`src/rtl/exc_entry_pkg.sv`:
```
package exc_entry_pkg;

    localparam int XLEN        = 32;
    localparam int SR_MD_BIT   = 30;
    localparam int SR_RB_BIT   = 29;
    localparam int SR_BL_BIT   = 28;

    typedef logic [XLEN-1:0] word_t;

    localparam word_t PAGE_WRITE_CODE = 32'h0000_0080;
    localparam word_t HANDLER_OFFSET  = 32'h0000_0100;

    // Machine state captured at exception entry.
    typedef struct packed {
        word_t pc;
        word_t sr;
        word_t sp;
    } snap_t;

    // Decision taken in one cycle.
    typedef enum logic [1:0] {
        ACT_IDLE   = 2'd0,
        ACT_ENTER  = 2'd1,
        ACT_RETURN = 2'd2
    } act_e;

    function automatic logic sr_masked(word_t s);
        return s[SR_BL_BIT];
    endfunction

    function automatic word_t sr_on_entry(word_t s);
        word_t r;
        r = s;
        r[SR_MD_BIT] = 1'b1;
        r[SR_RB_BIT] = 1'b1;
        r[SR_BL_BIT] = 1'b1;
        return r;
    endfunction

    function automatic word_t pick_restart(logic slot, word_t fpc, word_t bpc);
        return slot ? bpc : fpc;
    endfunction

endpackage

```
`src/rtl/exc_gate.sv`:
```
module exc_gate
    import exc_entry_pkg::*;
(
    input  logic  exc_req,
    input  logic  ret_strobe,
    input  word_t sr_in,
    output act_e  act
);
    always_comb begin
        if (exc_req && !sr_masked(sr_in))
            act = ACT_ENTER;
        else if (ret_strobe)
            act = ACT_RETURN;
        else
            act = ACT_IDLE;
    end
endmodule

```
`src/rtl/exc_save_bank.sv`:
```
module exc_save_bank
    import exc_entry_pkg::*;
#(
    parameter word_t EVENT_CODE = PAGE_WRITE_CODE
) (
    input  logic  clk,
    input  logic  rst,
    input  logic  load,
    input  snap_t snap_d,
    output snap_t snap_q,
    output word_t code_q
);
    always_ff @(posedge clk) begin
        if (rst) begin
            snap_q <= '0;
            code_q <= '0;
        end else if (load) begin
            snap_q <= snap_d;
            code_q <= EVENT_CODE;
        end
    end
endmodule

```
`src/rtl/exc_flow_ctl.sv`:
```
module exc_flow_ctl
    import exc_entry_pkg::*;
#(
    parameter word_t VEC_OFFSET = HANDLER_OFFSET
) (
    input  logic  clk,
    input  logic  rst,
    input  act_e  act,
    input  word_t sr_in,
    input  word_t sr_saved,
    input  word_t vbr_in,
    output word_t sr_next,
    output logic  sr_load,
    output logic  redirect,
    output word_t fetch_target
);
    always_ff @(posedge clk) begin
        if (rst) begin
            sr_next      <= '0;
            sr_load      <= 1'b0;
            redirect     <= 1'b0;
            fetch_target <= '0;
        end else begin
            unique case (act)
                ACT_ENTER: begin
                    sr_next      <= sr_on_entry(sr_in);
                    sr_load      <= 1'b1;
                    redirect     <= 1'b1;
                    fetch_target <= vbr_in + VEC_OFFSET;
                end
                ACT_RETURN: begin
                    sr_next  <= sr_saved;
                    sr_load  <= 1'b1;
                    redirect <= 1'b0;
                end
                default: begin
                    sr_load  <= 1'b0;
                    redirect <= 1'b0;
                end
            endcase
        end
    end
endmodule

```
`src/rtl/exc_entry_seq.sv`:
```
module exc_entry_seq
    import exc_entry_pkg::*;
#(
    parameter logic [31:0] EVENT_CODE = PAGE_WRITE_CODE,
    parameter logic [31:0] VEC_OFFSET = HANDLER_OFFSET
) (
    input  logic        clk,
    input  logic        rst,
    input  logic        exc_req,
    input  logic [31:0] fault_pc,
    input  logic        in_slot,
    input  logic [31:0] branch_pc,
    input  logic [31:0] sr_in,
    input  logic [31:0] sp_in,
    input  logic [31:0] vbr_in,
    input  logic        ret_strobe,
    output logic [31:0] saved_pc,
    output logic [31:0] saved_sr,
    output logic [31:0] saved_sp,
    output logic [31:0] event_code,
    output logic [31:0] sr_next,
    output logic        sr_load,
    output logic        redirect,
    output logic [31:0] fetch_target
);
    act_e  act;
    snap_t snap_d;
    snap_t snap_q;

    exc_gate u_gate (
        .exc_req    (exc_req),
        .ret_strobe (ret_strobe),
        .sr_in      (sr_in),
        .act        (act)
    );

    always_comb begin
        snap_d.pc = pick_restart(in_slot, fault_pc, branch_pc);
        snap_d.sr = sr_in;
        snap_d.sp = sp_in;
    end

    exc_save_bank #(.EVENT_CODE(EVENT_CODE)) u_bank (
        .clk    (clk),
        .rst    (rst),
        .load   (act == ACT_ENTER),
        .snap_d (snap_d),
        .snap_q (snap_q),
        .code_q (event_code)
    );

    exc_flow_ctl #(.VEC_OFFSET(VEC_OFFSET)) u_flow (
        .clk          (clk),
        .rst          (rst),
        .act          (act),
        .sr_in        (sr_in),
        .sr_saved     (snap_q.sr),
        .vbr_in       (vbr_in),
        .sr_next      (sr_next),
        .sr_load      (sr_load),
        .redirect     (redirect),
        .fetch_target (fetch_target)
    );

    assign saved_pc = snap_q.pc;
    assign saved_sr = snap_q.sr;
    assign saved_sp = snap_q.sp;
endmodule

```
`config.mk`:
```
export PLATFORM = sky130hd
export DESIGN_NAME = exc_entry_seq
export DESIGN_NICKNAME = d
export VERILOG_FILES = /design/src/rtl/exc_entry_pkg.sv /design/src/rtl/exc_gate.sv /design/src/rtl/exc_save_bank.sv /design/src/rtl/exc_flow_ctl.sv /design/src/rtl/exc_entry_seq.sv
export SDC_FILE = /design/constraint.sdc
export NUM_CORES = 1
export LEC_CHECK = 0
export ABC_AREA = 1
export ABC_CLOCK_PERIOD_IN_PS = 3300
export BUFFER_PORTS_ARGS = -buffer_cell sky130_fd_sc_hd__clkbuf_2
export CAP_MARGIN = 20
export CORE_AREA = 3 3 137 139
export CTS_BUF_LIST = sky130_fd_sc_hd__clkbuf_8 sky130_fd_sc_hd__clkbuf_16
export DETAILED_ROUTE_END_ITERATION = 8
export DIE_AREA = 0 0 140 142
export GPL_TIMING_DRIVEN = 1
export MAX_ROUTING_LAYER = met4
export PLACE_DENSITY_LB_ADDON = 0.15
export RECOVER_POWER = 50
export SYNTH_ARGS = -nofsm -noshare
export SYNTH_HDL_FRONTEND = slang
export SYNTH_HIERARCHICAL = 1
export SYNTH_SLANG_ARGS = --single-unit
```
`constraint.sdc`:
```
create_clock -name clk -period 3.3 [get_ports clk]
set_input_delay 0 -clock clk [delete_from_list [all_inputs] [get_ports clk]]
set_output_delay 0 -clock clk [all_outputs]
set_load 0.02 [all_outputs]
```
After elaboration in Yosys (flattened, before gate mapping) --
Index checks and enable logic that the tools add are counted.
Cells by class: multiplexer cells 6, $add $sub $neg 1, eq/ne operators 2, reduce and logical (&&, ||, !) cells 4
Operator list (count):
- $pmux 32 s2 | 1
- $add 32x9->32 const B | 1
- $mux 32 | 1
- $mux 2 | 2
- $eq 2x1->1 const B | 1
- $eq 2x2->1 const B | 1
- $mux 1 | 2
- $reduce_bool 2->1 | 1
- $reduce_or 2->1 | 1
- $logic_and 1x1->1 | 1
- $logic_not 1->1 | 1
Storage, ports and cells: flip-flop bits (word level) 163, input port bits 165, output and inout port bits 194, logic and storage cells 21

Longest topological paths before layout --
depth after elaboration 6, depth in mapped cells 10, gate-level depth less buffers 10

Modules after synthesis --
Netlist, hierarchy kept.
By module, submodules not included:
- exc_save_bank | cells an instance 643, times used 1, seq. area each 1941.9 um^2, area each 4146.5 um^2
- exc_flow_ctl | cells an instance 475, times used 1, seq. area each 1321.3 um^2, area each 3276.9 um^2
- exc_entry_seq | cells an instance 106, times used 1, seq. area each 0.0 um^2, area each 499.2 um^2
- exc_gate | cells an instance 5, times used 1, seq. area each 0.0 um^2, area each 23.8 um^2

Least setup slack after synthesis --
Ideal clock, no wire load.
kind input to register, start in exc_req, end reg u_flow.sr_next[1], stages on the path 9, arrival 1.132 ns, data required time 3.226 ns, path buffers 2, library setup time 0.074 ns, slack 2.094 ns, path through inv_1 nor2_1 inv_1 ha_1 buf_2 nor2_1 buf_2 o21ai_0 o21ai_0
On the way: word-level cells in the longest chain between the ends 4, elaborated cells on any way between the ends 6, classes of those cells 2 x eq/ne; 2 x mux; 2 x reduce/logical
RTL lines:
- start: declaration | RTL line exc_entry_seq.sv:9 | input logic exc_req,
- $logic_and 1x1->1 (*) | RTL line exc_gate.sv:10 | if (exc_req && !sr_masked(sr_in))
- $mux 2 (*) | RTL line exc_gate.sv:10
- via act[0] | RTL line exc_entry_seq.sv:26 | act_e act;
- $eq 2x2->1 or $eq 2x1->1 (tied branches) | RTL line exc_flow_ctl.sv:24 | unique case (act)
- $pmux 32 s2 or $reduce_bool 2->1 (tied branches)
- end signal: assignment | RTL line exc_flow_ctl.sv:26 | sr_next <= sr_on_entry(sr_in);
- end signal: assignment | RTL line exc_flow_ctl.sv:32 | sr_next <= sr_saved;
- end: declaration | RTL line exc_flow_ctl.sv:12 | output word_t sr_next,
Mark *: on every way through the listed nets, which the timed path passes. The rest lies on a longest branch. A chain may end at the register's enable or synchronous reset.

Worst setup path in the final report --
start in sr_in[28], end reg u_flow.sr_next[5]
On the way: word-level cells in the longest chain between the ends 5, elaborated cells on any way between the ends 7, classes of those cells 2 x eq/ne; 2 x mux; 3 x reduce/logical
RTL lines:
- start: declaration | RTL line exc_entry_seq.sv:13 | input logic [31:0] sr_in,
- $logic_not 1->1 (*) | RTL line exc_gate.sv:10
- $logic_and 1x1->1 (*) | RTL line exc_gate.sv:10
- $mux 2 (*) | RTL line exc_gate.sv:10
- via act[0] | RTL line exc_entry_seq.sv:26
- $eq 2x2->1 or $eq 2x1->1 (tied branches) | RTL line exc_flow_ctl.sv:24
- $pmux 32 s2 or $reduce_bool 2->1 (tied branches)
Marked as above.

==> key figures <==
Status
  • Status: finished clean

Placed design
  • Place WS: about 1.3 ns
  • Dpl cells: about 1,700
  • Final GP Congestion: 0.845
  • PortBufs: around 330
  • Area post-placement: 0.00949 mm²
  • Dpl hpwl: 16,200 µm

Setup path
  • Data required, critical path: 3.63 ns
  • Critical Path Start Type: primary input
  • FF-to-FF End: u_flow/sr_next[5]$_SDFFE_PP0P_
  • Flop-to-flop setup slack: approximately 2.5 ns
  • CP cell instances: dlygate4sd3_1, clkbuf_2, nor2_1, inv_1, ha_1, buf_4, inv_1, nor2_1, o21ai_0
  • Data arrival, critical path: between 2 and 3 ns
  • Setup Crit Path Kind: primary input to register
  • FF-to-FF path depth: 2
  • CP max stage cell: inv_1
  • RR Startpoint: u_bank/snap_q[37]$_SDFFE_PP0P_
  • Slowest cell delay on critical path: 0.80 ns
  • Crit. End Element: register
  • CP Max Fanout: 32

Timing
  • Hold Violations, Final: 0
  • Fmax: 461 MHz
  • Final clock skew: 0.00337 ns
  • Hold slack final: 0.0689 ns
  • Actual slew at the worst max-slew pin: approximately 1.0 ns
  • Rel. slew slack: about 30%
  • Max-slew violation count: 0
  • Period utilization: around two thirds
  • Post-route minimum period: 2.17 ns
  • Setup TNS: 0 ns
  • Final setup margin: 1.13 ns
  • RSZ-0062 raised after global routing: no
  • Final setup fails: 0

Layout
  • Post-route cell area: 0.0115 mm²
  • Post-Layout Cell Count: roughly 1,900
  • Nets: roughly 1,800
  • Final Util: 64.5%
  • Synth-to-layout area growth: 44.4%
  • Ratio of cells with drive above 1 in the final layout: 14.2%

Synthesis
  • Ys Warns: 6
  • Sequential area share after synthesis: 41.1%
  • Syn avg cell area: 6.47 µm²
  • Area of the mapped netlist: 0.00795 mm²
  • Synth Register Bits: 163
  • Synth Instances: 1,229
  • Cell taking the most area after synthesis: dfxtp_1
  • Post-synth cell types: 33
  • Largest cells by area after synthesis: dfxtp_1 41%, nand2_1 15%, nor2_1 14%, inv_1 6.9%, o21ai_0 4.9%
  • Share of the synthesized area in the top cell type: 41.1%

Routing
  • WL final: about 25,000 µm
  • Drt pass-1 iters: 5
  • DRC viols: 0
  • Antenna viol nets, final: 0
  • WL per Instance: 12.9 µm
  • Drt via density: 4.55
  • 1st-iter DRT viols: 453
  • Via count: 8,732

Die
  • Starting Density: 44.7%
  • Io pins: 359
  • Die Wd: 140 µm
  • Full die area: 0.0199 mm²
  • Site Rows: between 40 and 50
  • Total core area: 0.0178 mm²
  • Die Height: 142 µm

Power and ir drop
  • PwrDens: 459 mW/mm²
  • Worst vdd ir: 0.347 mV
  • Final Total Pwr: 5.27 mW
  • Pleak: between 5 and 6 nW

Global routing
  • Vias in the first global route: 8,279
  • Initial antenna violation count: 0
  • First-pass GRT wire length: 39,600 µm
  • Total gr overflow: 0
  • Aggregate global-route resource usage: between 20% and 30%
  • Largest net degree at the start of global routing: 194

Clocking
  • CTS Root Cell: clkbuf_16
  • Clock sink count: around 160
  • TritonCTS clock tree: built
  • Worst-path clk slew: 0.07 ns
  • Num CTS Buffers: 17
  • Clk_lat worst skew: approximately 0.42 ns
  • Post-CTS setup buffers: 0
  • Post-cts resize count: 0
  • Hold-fix buffers at CTS: between 150 and 200
  • Max H-tree Level: 4
  • Clock Path Buffers: 2

Worst hold path
  • HP Start: vbr_in[20]
  • Hold path cells: 7
  • Worst min path class: primary input to register
  • Hold-critical path endpoint: u_flow/fetch_target[20]$_SDFFE_PP0P_

Flow run
  • Max-Cap Viols: 0
-- synth_stat cells --
library cell,n
a21oi_1,7
a21oi_2,2
buf_1,5
buf_12,1
buf_2,34
buf_4,34
buf_6,3
clkbuf_1,14
clkbuf_8,3
conb_1,1
dfxtp_1,163
ha_1,3
inv_1,147
inv_2,2
inv_8,1
nand2_1,328
nand2_2,15
nand2_4,3
nand3_1,48
nand3_2,2
nand3b_1,2
nand4_1,2
nor2_1,298
nor2_2,5
nor2_4,5
nor2_8,2
nor3_1,1
o21ai_0,78
o21ai_1,8
o21bai_1,3
or2_0,1
xnor2_1,4
xor2_1,4
-- layout by cell type (no fill, tap or decap), drive strengths merged, types with 4 or more instances in the layout --
master and n:
nand2 346, clkbuf 346, nor2 310, dfxtp 163
dlygate4sd3 159, inv 157, o21ai 86, nand3 50
conb 31, a21oi 9, buf 7, xor2 4
xnor2 4
-- flip-flops by register name, summed over array words and instances (netlist names) --
name / flops
u_flow/sr_next: 32
u_bank/snap_q: 96
u_flow/redirect: 1
u_bank/code_q: 1
u_flow/fetch_target: 32
u_flow/sr_load: 1
-- final cells by class --
type	count	area, µm²
Fill cell	1659	6300
Tap cell	229	287
Clock buffer	19	453
Sequential cell	163	3260
Multi-Input combinational cell	852	3640
Antenna cell	1	2.50
Timing Repair Buffer	493	3110
Inverter	150	571
Clock inverter	12	145
-- power breakdown --
part           total (mW)  leakage (nW)  switching [mW]  internal, mW
clock network        2.02         0.299           0.849          1.17
registers            2.18          1.34          0.0804          2.10
logic                1.07          4.14           0.654         0.415
total                5.27          5.78            1.58          3.69
-- how the worst max path moves through the flow --
stage,end,startpoint,depth (start not counted)
4_1_cts,u_flow/sr_next[5]$_SDFFE_PP0P_,sr_in[28],9
3_3_place_gp,u_flow/sr_next[27]$_SDFFE_PP0P_,exc_req,9
2_1_floorplan,u_flow/sr_next[1]$_SDFFE_PP0P_,exc_req,9
3_5_place_dp,u_flow/sr_next[27]$_SDFFE_PP0P_,exc_req,9
6_report,u_flow/sr_next[5]$_SDFFE_PP0P_,sr_in[28],9
5_1_grt,u_flow/sr_next[1]$_SDFFE_PP0P_,sr_in[28],9
-- worst max-delay path, delay by kind of cell --
| family | cells | cell delay, ns |
|---|---|---|
| AOI/OAI and AO/OA | 1 | 0.25 |
| and+or+nand+nor | 2 | 0.30 |
| adders and majority gates | 1 | 0.19 |
| buffers and inverters | 5 | 1.75 |
-- cell families (layout without fill, tap and decap cells) --
| kind of cell | Yosys count | after routing | synth area share [%] |
|---|---|---|---|
| XOR/XNOR | 8 | 8 | 0.882 |
| flip-flops | 163 | 163 | 41.1 |
| AO/OA/AOI/OAI | 98 | 98 | 6.36 |
| adder cells (fa/ha/maj) | 3 | 3 | 0.472 |
| buffers and inverters | 244 | 674 | 14.6 |
| other | 1 | 32 | 0.0472 |
| AND/OR/NAND/NOR | 712 | 712 | 36.5 |
-- routing by layer --
layer | global-route usage, % | part of all wire [%] | routed length [µm]
met5 | - | 0 | 0
met4 | 10.9 | 3.0 | 755
met3 | 6.15 | 7.2 | 1800
met2 | 42.4 | 50 | 12300
met1 | 27.9 | 40 | 9950
No activity file was read; power rests on OpenSTA's default activity.
